`src/rtl/spi_xcvr.sv`:
```
module spi_xcvr #(
  parameter int W = 8
) (
  input  logic         clk,
  input  logic         rst_n,
  input  logic [1:0]   reg_addr,
  input  logic         reg_wr,
  input  logic         reg_rd,
  input  logic [W-1:0] reg_wdata,
  output logic [W-1:0] reg_rdata,
  output logic         sck_o,
  output logic         mosi_o,
  output logic         ss_n_o,
  input  logic         miso_i,
  input  logic         sck_i,
  input  logic         mosi_i,
  input  logic         ss_n_i,
  output logic         miso_o,
  output logic         miso_oe
);
  localparam int CW = $clog2(W);
  localparam logic [CW-1:0] LAST = CW'(W - 1);

  logic mst, lsbf, dbl;
  logic [1:0] rate;
  logic [W-1:0] sh, rxh, shin;
  logic rbit, done, col, armed, act, sck_r;
  logic [CW-1:0] cnt;
  logic [6:0] dc, half, base;
  logic [1:0] sck_q, ss_q, mosi_q;
  logic sck_d, ss_s, in_bit, rise, fall, busy, tick, wr_data, shout;

  always_comb
    case (rate)
      2'd0:    base = 7'd2;
      2'd1:    base = 7'd8;
      2'd2:    base = 7'd32;
      default: base = 7'd64;
    endcase

  assign half    = dbl ? (base >> 1) : base;
  assign ss_s    = ss_q[1];
  assign tick    = act && (dc == half - 7'd1);
  assign rise    = mst ? (tick && !sck_r) : (!ss_s && sck_q[1] && !sck_d);
  assign fall    = mst ? (tick && sck_r)  : (!ss_s && !sck_q[1] && sck_d);
  assign in_bit  = mst ? miso_i : mosi_q[1];
  assign busy    = mst ? act : (cnt != '0);
  assign wr_data = reg_wr && reg_addr == 2'd2;
  assign shin    = lsbf ? {in_bit, sh[W-1:1]} : {sh[W-2:0], in_bit};
  assign shout   = lsbf ? sh[0] : sh[W-1];

  assign sck_o   = sck_r;
  assign ss_n_o  = !act;
  assign mosi_o  = shout;
  assign miso_o  = shout;
  assign miso_oe = !mst && !ss_s;

  always_comb
    case (reg_addr)
      2'd0:    reg_rdata = {{(W-5){1'b0}}, dbl, rate, lsbf, mst};
      2'd1:    reg_rdata = {done, col, {(W-3){1'b0}}, busy};
      2'd2:    reg_rdata = rxh;
      default: reg_rdata = '0;
    endcase

  always_ff @(posedge clk or negedge rst_n)
    if (!rst_n) begin
      sck_q <= '0; ss_q <= '1; mosi_q <= '0; sck_d <= 1'b0;
    end else begin
      sck_q <= {sck_q[0], sck_i};
      ss_q <= {ss_q[0], ss_n_i};
      mosi_q <= {mosi_q[0], mosi_i};
      sck_d <= sck_q[1];
    end

  always_ff @(posedge clk or negedge rst_n)
    if (!rst_n) begin
      mst <= 1'b0; lsbf <= 1'b0; dbl <= 1'b0; rate <= '0;
    end else if (reg_wr && reg_addr == 2'd0) begin
      mst <= reg_wdata[0]; lsbf <= reg_wdata[1];
      rate <= reg_wdata[3:2]; dbl <= reg_wdata[4];
    end

  always_ff @(posedge clk or negedge rst_n)
    if (!rst_n) begin
      act <= 1'b0; sck_r <= 1'b0; dc <= '0;
    end else if (wr_data && mst && !act) begin
      act <= 1'b1; sck_r <= 1'b0; dc <= '0;
    end else if (act) begin
      if (tick) begin
        dc <= '0;
        sck_r <= !sck_r;
        if (sck_r && cnt == '0) act <= 1'b0;
      end else dc <= dc + 7'd1;
    end

  always_ff @(posedge clk or negedge rst_n)
    if (!rst_n) begin
      sh <= '0; rxh <= '0; rbit <= 1'b0; cnt <= '0;
      done <= 1'b0; col <= 1'b0; armed <= 1'b0;
    end else begin
      if (wr_data) col <= busy;
      if (wr_data && !busy) sh <= reg_wdata;
      else if (fall && cnt != '0) sh <= lsbf ? {rbit, sh[W-1:1]} : {sh[W-2:0], rbit};
      if (reg_rd && reg_addr == 2'd1 && done) armed <= 1'b1;
      if (reg_rd && reg_addr == 2'd2 && armed) begin
        done <= 1'b0; armed <= 1'b0;
      end
      if (!mst && ss_s) cnt <= '0;
      else if (rise) begin
        rbit <= in_bit;
        if (cnt == LAST) begin
          cnt <= '0; rxh <= shin; done <= 1'b1;
        end else cnt <= cnt + 1'b1;
      end
    end
endmodule

```
`config.mk`:
```
export PLATFORM = sky130hd
export DESIGN_NAME = spi_xcvr
export DESIGN_NICKNAME = d
export VERILOG_FILES = /design/src/rtl/spi_xcvr.sv
export SDC_FILE = /design/constraint.sdc
export NUM_CORES = 1
export LEC_CHECK = 0
export BUFFER_PORTS_ARGS = -buffer_cell sky130_fd_sc_hd__buf_4
export CAP_MARGIN = 10
export CORE_ASPECT_RATIO = 0.8
export CORE_UTILIZATION = 25
export CTS_CLUSTER_DIAMETER = 150
export DETAILED_ROUTE_END_ITERATION = 8
export PLACE_DENSITY_LB_ADDON = 0.08
export SYNTH_ARGS = -nofsm -noshare
export SYNTH_HDL_FRONTEND = slang
export SYNTH_SLANG_ARGS = --single-unit
```
`constraint.sdc`:
```
create_clock -name clk -period 4.2 [get_ports clk]
set_clock_uncertainty 0.15 [all_clocks]
set_input_delay 0.42 -clock clk [delete_from_list [all_inputs] [get_ports clk]]
set_output_delay 0.42 -clock clk [all_outputs]
set_load 0.01 [all_outputs]
```
==> impl_results.md, run 1 <==
- Status: finished with violations
- Violated checks: negative hold slack
- Crit-path slowest cell: a2111oi_4
- Top Family by Delay on Critical Path: compound AO/OA/AOI/OAI gates
- Final hold vios: 21
- EDFF count, synth: 0
- Minimum clock period: 3330 ps
- Critical-path cell list: or3_2, ha_1, xor2_1, xnor2_1, a2111oi_4, nand4_1, o21ai_4, mux2_2
- Clk sinks: 44
- CTS Buffer Depth: 2
- Worst Tran Pin Value: 991 ps
- DR vias: 1755
- Drt pass-1 iters: 4
- Die Ht: 90.3 um
- Worst-Skew Late Latency: 290 ps
- I/O pin cnt: 31
- Pwr/cell area: 556 nW/um^2
- Netlist cell types: 45
- # Post-CTS Setup Buffers: 0
- Post-synthesis compound-gate area fraction: 11.1%
- DR WL/cell: 15.0 um
- CTS root buf: clkbuf_16
- Most used routing layer in global routing: met1
- Post-synthesis net count: 260
- Final WL: 5770 um
- Post-DP HPWL: 4090 um
- Peak supply drop: 0.214 mV
- Initial antenna violation count: 0
- Yosys warns: 0
- Die width: 112 um
- Core area: 9270 sq um
- WHS: -14.6 ps
- Initial cell density of the core: 26.3%
- Post-synthesis adder-cell area fraction: 2.57%
- CTS tree: done
- Ys flop type: dfrtp_1
- Total gr overflow: 0
- Setup TNS Final: 0 ps
- Critical Path Fanout Max: 11
- Simple-Gate Fraction of Synth Area: 15.1%
- Crit. End Element: register
- Number of global-route vias before repair: 1783
- Placed cells: 376
- Mapped Area: 2440 sq um
- Endpoints failing setup: 0
- Max Freq: 300 MHz
- Port bufs: 30
- Relative slew slack: 33.8%
- Avg Cell Area, Syn: 10.3 sq um
- Static leakage: 1.34 nW
- Final nets: 291
- Yosys reg bits: 44
- Critical Path RT: 4220 ps
- Post-route ant nets: 0
- Cell Count, Final, Fillers Out: 384
- Crit Path Class: reg2reg
- Async SR Flop Fraction: 100%
- H-tree depth: 2
- Buf+Inv Stages, Crit Path: 0
- DRC Markers: 0
- Cts bufs inserted: 5
- Global-route wire length before repair: 9720 um
- Die area: 10200 sq um
- # fillers: 981
- Cts repair resizes: 0
- # diodes: 0
- Arrival time at the worst endpoint: 3360 ps
- Area leader, netlist: dfrtp_1
- Clock-pin slew on the worst setup and hold paths: 70 ps
- Max-slew violation count: 0
- Period utilization: 79.3%
- Multiplexer share of the synthesized area: 18.2%
- GR Util met1: 18.3%
- Top cells by area, synth: dfrtp_1 43%, mux2i_1 9.4%, mux2_2 8.8%
- Vias/cell: 4.57
- Synthesized netlist cell count: 237
- Fin util: 31.8%
- Total GRT Usage: 12.5%
- # rows: 31
- Largest net degree at the start of global routing: 45
- Layout cells sized above 1: 26.8%
- Met2 Track Usage GR: 17.4%
- Synth top area share: 43.1%
- Max-Cap Viols: 0
- Routability congestion estimate: 0.692
- Largest family of logic cells by synthesized area: multiplexers
- RSZ-0062 raised after global routing: false
- Hold-fix buffers at CTS: 0
- XOR/XNOR Fraction of Synth Area: 3.59%
- Hold Crit Class: in2async
- Met3 GRT Util: 3.42%
- Worst path max stage delay: 540 ps
- CP startpoint kind: register
- Area Overhead vs Synth: 21.0%
- Post-synthesis sequential area ratio: 45.3%
- 1st-iter DRT viols: 76
## sequential cells by signal, summed over array words and instances (netlist names)
name    count
col         1
done        1
dbl         1
rbit        1
mst         1
act         1
sh          8
rate        2
sck_q       2
dc          7
ss_q        2
armed       1
rxh         8
sck_d       1
mosi_q      2
cnt         3
lsbf        1
sck_o       1
## placed cells by master, fill, tap and decap left out, drive strengths merged, types with 6 or more instances in the layout
master,count
inv,14
mux2i,23
nor2,19
buf,33
dfrtp,42
mux2,19
o21ai,12
a21oi,10
nand2,28
xnor2,6
## report_power, final
group          total (mW)  switching, mW  internal (mW)
combinational       0.534          0.269          0.265
sequential          0.653          0.130          0.523
clock               0.453          0.173          0.280
total                1.64          0.572           1.07
## stage by stage
step,setup WS [ps],power (mW),instance area (sq um)
6_report,867,1.64,2950
5_1_grt,633,1.76,2950
4_1_cts,839,1.66,2950
3_5_place_dp,861,1.20,2780
3_3_place_gp,927,1.20,2780
2_1_floorplan,1130,1.04,2440
## per-layer routing
metal	wire length, um	vias up	part of all wire, %
li1	-	879	-
met1	3160	840	55
met2	2320	28	40
met3	210	8	3.6
met4	84	0	1.5
met5	0	-	0
## cell type report
| type | instances | area [sq um] | share of cell area, % |
|---|---|---|---|
| tap | 115 | 144 | 4.88 |
| timing repair buffer | 33 | 248 | 8.40 |
| multi-input combinational | 170 | 1230 | 41.9 |
| sequential | 44 | 1100 | 37.4 |
| clock inverter | 3 | 42.5 | 1.44 |
| clock buffer | 5 | 125 | 4.24 |
| inverter | 14 | 52.6 | 1.78 |
## logic make-up (layout without fill, tap and decap cells)
| kind of cell | Yosys count | after routing |
|---|---|---|
| AOI/OAI and AO/OA | 38 | 38 |
| buffers and inverters | 23 | 55 |
| muxes | 42 | 42 |
| DFF | 44 | 44 |
| xor gates and xnor gates | 10 | 10 |
| adders and majority gates | 5 | 5 |
| and+or+nand+nor | 75 | 75 |
## cells in the mapped netlist (3+ instances only)
cell      count
inv_1        14
a31oi_1       4
buf_4         3
nand3b_1      4
o21ai_0      11
ha_1          5
clkbuf_1      4
nor2_1       19
nand2_1      28
mux2i_1      23
mux2_2       19
a21oi_1      10
nor3b_1       3
nand3_1       4
xnor2_1       6
dfrtp_1      42
xor2_1        4
## final timing paths
kind	start	endpoint	slack [ps]	cells past startpoint
max	rate[0]	sh[5]	870	8
min	rst_n	dc[0]	-10	1
max reg2reg	rate[0]	sh[5]	870	8
min reg2reg	mosi_q[0]	mosi_q[1]	200	0
max in group asynchronous	rst_n	sh[0]	3500	1
min in group clk	ss_n_i	ss_q[0]	80	1
No activity file was read; power rests on OpenSTA's default activity.
==> run 2, diff against run 1 <==
==> constraint.sdc (replaced) <==
create_clock -name clk -period 3.15 [get_ports clk]
set_clock_uncertainty 0.15 [all_clocks]
set_input_delay 0.315 -clock clk [delete_from_list [all_inputs] [get_ports clk]]
set_output_delay 0.315 -clock clk [all_outputs]
set_load 0.01 [all_outputs]
==> run 2 against run 1 <==
The run now ends clean; maximum frequency increased by 11%; combinational power rose by 38%; first-iteration DRC count is 34% lower; worst hold slack improved by 110 ps; wire length decreased by 2.0%; critical path depth rose by 1; highest routed layer unchanged.
==> impl_results.md, run 2 (synthesis results as in run 1) <==
- Peak supply drop: 0.221 mV (+2.9%)
- Area post-placement: 2820 sq um (+1.3%)
- Critical Path Fanout Max: 8 (-3)
- I/O pin cnt: 31 (unchanged)
- Final WL: 5660 um (-2.0%)
- # diodes: 0 (unchanged)
- Critical Path RT: 3170 ps (-1050 ps)
- Worst Tran Pin Value: 826 ps (-165 ps)
- H-tree depth: 2 (unchanged)
- DR vias: 1777 (+1.3%)
- Critical-path cell list: or3_2, ha_1, xor2_1, xnor2_1, a2111oi_4, nand4_1, o21ai_4, buf_12, mux2_2
- Arrival time at the worst endpoint: 3030 ps (-330 ps)
- CTS Buffer Depth: 2 (unchanged)
- Area Overhead vs Synth: 24.4%
- DRC Markers: 0 (unchanged)
- Reg2Reg Launch Point: rate[0]
- Critical path depth: 9 (+1)
- Die area: 10200 sq um (unchanged)
- Cts bufs inserted: 5 (unchanged)
- CTS root buf: clkbuf_16
- Vias/cell: 4.51 (-1.3%)
- Critical Path Sink: sh[3]
- Worst-Skew Late Latency: 290 ps (about the same)
- Worst path max stage delay: 480 ps (-60 ps)
- Fin area: 3030 sq um (+2.8%)
- Number of global-route vias before repair: 1741 (-2.4%)
- Layout cells sized above 1: 28.0% (+1.2 points)
- Post-DP HPWL: 4140 um (+1.3%)
- # fillers: 967 (-1.4%)
- Reg-to-reg setup timing slack: 140 ps (-720 ps)
- Max-slew violation count: 0 (unchanged)
- Most common cell after layout, fill and taps aside: dfrtp_1
- Largest net degree at the start of global routing: 45 (unchanged)
- DR WL/cell: 14.4 um (-4.5%)
- Relative slew slack: 44.7% (+11 points)
- Clock-pin slew on the worst setup and hold paths: 70 ps (about the same)
- Crit-path slowest cell: or3_2
- Minimum clock period: 3010 ps (-325 ps)
- Worst R2R Path Depth: 9 (+1)
- Buf+Inv Stages, Crit Path: 1 (+1)
- Routability congestion estimate: 0.701 (+1.3%)
- Crit. End Element: register
- Setup TNS Final: 0 ps (unchanged)
- Port bufs: 30 (unchanged)
- Top Family by Delay on Critical Path: simple AND/OR/NAND/NOR gates
- Initial antenna violation count: 0 (unchanged)
- CP startpoint: rate[0]
- Static leakage: 1.38 nW (+2.8%)
- Worst Hold Path Cells: 3
- Endpoints failing setup: 0 (unchanged)
- Final nets: 301 (+3.4%)
- Period utilization: 95.5% (+16 points)
- Max Freq: 333 MHz (+11%)
- CP startpoint kind: register
- Biggest regs: rxh x8, sh x8, dc x7
- Drt pass-1 iters: 4 (unchanged)
- Core area: 9270 sq um (unchanged)
- Status: finished, final reports clean
- Most frequent cells in the layout: 41 x dfrtp_1, 38 x buf_4, 28 x nand2_1
- CTS tree: done
- Die width: 112 um (unchanged)
- Total GRT Usage: 12.0% (-0.50 points)
- Hold Crit Class: in2reg
- Total gr overflow: 0 (unchanged)
- 1st-iter DRT viols: 50 (-34%)
- Global-route wire length before repair: 9430 um (-3.1%)
- Max-Cap Viols: 0 (unchanged)
- Pwr/cell area: 708 nW/um^2 (+27%)
- Final hold vios: 0 (-100%)
- RR Endpoint: sh[3]
- Crit Path Class: reg2reg
- Clk sinks: 44 (unchanged)
- Post-route ant nets: 0 (unchanged)
- # rows: 31 (unchanged)
- Die Ht: 90.3 um (unchanged)
- Initial cell density of the core: 26.3% (unchanged)
-- run 2: repair_timing --
item / 4_1_cts / 5_1_grt
hold buffers: 4 / 0
endpoints found under the hold margin: 45 / 0
setup buffers: 0 / 1
endpoints found under the setup margin: 0 / 8
resized for setup: 0 / 1
-- run 2: tightest hold or removal path, delay by kind of cell --
kind	cells	cell delay [ps]
AND/OR/NAND/NOR	1	40
AO/OA/AOI/OAI	1	60
buffers and inverters	1	80
-- run 2: how the worst min path moves through the flow --
| stage | endpoint | startpoint |
|---|---|---|
| 2_1_floorplan | act | rst_n |
| 3_3_place_gp | mosi_q[1] | mosi_q[0] |
| 3_5_place_dp | sck_q[1] | sck_q[0] |
| 4_1_cts | mst | reg_wdata[0] |
| 5_1_grt | mst | reg_wdata[0] |
| 6_report | mst | reg_wdata[0] |
-- run 2: where the power goes --
group | internal [mW] | total, mW | switching, mW
clock network | 0.316 | 0.539 | 0.223
registers | 0.698 | 0.868 | 0.170
logic | 0.373 | 0.739 | 0.366
total | 1.39 | 2.15 | 0.758
-- run 2: metal layers --
metal	vias to the layer above	wire length [um]	GRT usage, %
met4	0	63	3.67
met3	8	213	3.02
met2	37	2180	16.2
li1	893	-	-
met5	-	0	0
met1	839	3200	18.5
-- run 2: metrics by stage --
step / power [mW] / hold WS [ps] / setup slack [ps] / instances / util [%]
6_report: 2.15 / 91.6 / 143 / 394 / 32.7
3_3_place_gp: 1.62 / 183 / 128 / 381 / 30.4
3_5_place_dp: 1.61 / 185 / 94.4 / 381 / 30.4
4_1_cts: 2.17 / 80.6 / 70.5 / 393 / 32.5
2_1_floorplan: 1.38 / -131 / 82.9 / 237 / -
5_1_grt: 2.30 / 98.2 / -25.6 / 394 / 32.7
-- run 2: area by class of cell --
type / instances / area, sq um / area share (%)
sequential: 44 / 1100 / 36.4
multi-input combinational: 170 / 1230 / 40.7
inverter: 14 / 52.6 / 1.73
clock buffer: 7 / 143 / 4.70
clock inverter: 1 / 7.51 / 0.248
tap: 115 / 144 / 4.75
timing repair buffer: 43 / 345 / 11.4
==> run 3, diff against run 2 <==
--- a/config.mk
+++ b/config.mk
@@ -8,7 +8,7 @@
 export BUFFER_PORTS_ARGS = -buffer_cell sky130_fd_sc_hd__buf_4
 export CAP_MARGIN = 10
 export CORE_ASPECT_RATIO = 0.8
-export CORE_UTILIZATION = 25
+export CORE_UTILIZATION = 55
 export CTS_CLUSTER_DIAMETER = 150
 export DETAILED_ROUTE_END_ITERATION = 8
 export PLACE_DENSITY_LB_ADDON = 0.08
==> run 3 against run 2 <==
Utilization up 36 points; clock power down 15%; critical path depth down 1; critical path type unchanged; critical endpoint is now sh[6]; largest power group unchanged.
==> impl_results.md, run 3 (synthesis results as in run 1) <==
- Drt pass-1 iters: 4 (unchanged)
- Most common cell after layout, fill and taps aside: dfrtp_1
- Final nets: 299 (-0.66%)
- Crit. End Element: register
- Core area: 4200 sq um (-55%)
- Worst Tran Pin Value: 927 ps (+101 ps)
- Post-route ant nets: 0 (unchanged)
- Status: finished, final reports clean
- Setup TNS Final: 0 ps (unchanged)
- DR vias: 1782 (+0.28%)
- Clock-pin slew on the worst setup and hold paths: 90 ps (+20 ps)
- Total gr overflow: 0 (unchanged)
- CTS root buf: clkbuf_8
- Number of global-route vias before repair: 1606 (-7.8%)
- Worst Hold Path Cells: 3 (unchanged)
- Period utilization: 94.6% (-0.85 points)
- Relative slew slack: 38.1% (-6.6 points)
- Worst path max stage delay: 490 ps (about the same)
- CTS tree: done
- 1st-iter DRT viols: 85 (+70%)
- Hold Crit Class: in2reg
- Post-DP HPWL: 3450 um (-17%)
- Worst Slack Setup Final: 170 ps (+26.7 ps)
- Critical-path cell list: or3_2, ha_2, xor2_1, xnor2_1, a2111oi_4, nand4_1, o21ai_4, mux2_2
- Largest net degree at the start of global routing: 45 (unchanged)
- CP startpoint kind: register
- H-tree depth: 2 (unchanged)
- Arrival time at the worst endpoint: 3030 ps (about the same)
- CP startpoint: rate[0]
- Clk sinks: 44 (unchanged)
- Critical Path RT: 3200 ps (+30 ps)
- # rows: 21 (-32%)
- Most used routing layer in global routing: met1
- DRC Markers: 0 (unchanged)
- Pwr/cell area: 702 nW/um^2 (-0.83%)
- Crit-path slowest cell: or3_2
- Worst R2R Path Depth: 8 (-1)
- # Post-CTS Setup Buffers: 0 (unchanged)
- Reg-to-reg setup timing slack: 170 ps (+30 ps)
- I/O pin cnt: 31 (unchanged)
- Top Family by Delay on Critical Path: compound AO/OA/AOI/OAI gates
- Final WL: 4790 um (-15%)
- Endpoints failing setup: 0 (unchanged)
- Initial cell density of the core: 58.0% (+32 points)
- Max-slew violation count: 0 (unchanged)
- RR Endpoint: sh[6]
- Peak supply drop: 0.407 mV (+85%)
- Biggest regs: rxh x8, sh x8, dc x7
- Max-Cap Viols: 0 (unchanged)
- Routability congestion estimate: 0.760 (+8.5%)
- Global-route wire length before repair: 7730 um (-18%)
- RSZ-0062 raised after global routing: false
- CTS Buffer Depth: 2 (unchanged)
- Max Freq: 336 MHz (+0.90%)
- Cts bufs inserted: 5 (unchanged)
- Static leakage: 1.36 nW (-1.6%)
- Critical path depth: 8 (-1)
- DR WL/cell: 14.3 um (about the same)
- Met3 GRT Util: 6.22% (+3.2 points)
- Total GRT Usage: 22.2% (+10 points)
- Pre-CTS WS: 155 ps (+60.3 ps)
- Layout cells sized above 1: 28.2% (+0.20 points)
- Critical Path Sink: sh[6]
- Crit Path Class: reg2reg
- Port bufs: 30 (unchanged)
- Minimum clock period: 2980 ps (-26.7 ps)
- Die width: 76.4 um (-32%)
- # diodes: 0 (unchanged)
- Critical Path Fanout Max: 8 (unchanged)
- Initial antenna violation count: 0 (unchanged)
- Die Ht: 61.5 um (-32%)
- Vias/cell: 5.34 (+18%)
- Area Overhead vs Synth: 19.2%
- Buf+Inv Stages, Crit Path: 0 (-1)
- Most frequent cells in the layout: 41 x dfrtp_1, 37 x buf_4, 28 x nand2_1
- Met2 Track Usage GR: 31.9% (+16 points)
- Final hold vios: 0 (unchanged)
- Worst-Skew Late Latency: 300 ps (about the same)
- Die area: 4700 sq um (-54%)
- GR Util met1: 32.5% (+14 points)
- Reg2Reg Launch Point: rate[0]
## run 3: how the worst min path moves through the flow
stage / startpoint / endpoint / slack, ps
global placement: sck_q[0] / sck_q[1] / 180
detailed placement: sck_q[0] / sck_q[1] / 190
floorplan: rst_n / act / -130
finish: reg_wdata[0] / mst / 80
CTS: reg_wdata[0] / mst / 70
global route: reg_wdata[0] / mst / 80
## run 3: cell type report
class	count	area (sq um)
clock inverter	2	38.8
tap	57	71.3
multi-input combinational	170	1240
clock buffer	6	82.6
inverter	14	52.6
fill	348	1300
sequential	44	1100
timing repair buffer	41	318
## run 3: power by group
group	switching [mW]	leakage [nW]	internal, mW
Combinational	0.354	0.763	0.369
Clock	0.199	0.0614	0.259
Sequential	0.160	0.532	0.697
Total	0.714	1.36	1.33
## run 3: stage by stage
| step | hold WS, ps | std cells | utilization (%) | total power [mW] | cell area (sq um) |
|---|---|---|---|---|---|
| global route | 76.4 | 334 | 69.1 | 2.18 | 2910 |
| floorplan | -131 | 237 | - | 1.38 | 2440 |
| detailed placement | 187 | 322 | 65.2 | 1.59 | 2740 |
| finish | 76.8 | 334 | 69.1 | 2.04 | 2910 |
| global placement | 183 | 322 | 65.2 | 1.57 | 2740 |
| CTS | 65.6 | 334 | 69.0 | 2.05 | 2900 |
## run 3: repair_timing
| action | CTS | global route |
|---|---|---|
| hold buffers | 4 | 0 |
| setup endpoints to repair | 0 | 1 |
| resized for setup | 0 | 2 |
| endpoints found under the hold margin | 45 | 0 |
## run 3: worst register-to-register path: cells and delay by family (launching register included)
| family | cells | cell delay [ps] |
|---|---|---|
| XOR/XNOR | 2 | 320 |
| adder cells (fa/ha/maj) | 1 | 220 |
| multiplexers | 1 | 380 |
| flip-flops | 1 | 420 |
| AND/OR/NAND/NOR | 2 | 680 |
| AO/OA/AOI/OAI | 2 | 700 |
## run 3: routing by layer
metal | part of all wire [%] | vias up
met1 | 52 | 839
met5 | 0 | -
met3 | 3.8 | 2
met2 | 43 | 43
li1 | - | 898
met4 | 0.73 | 0
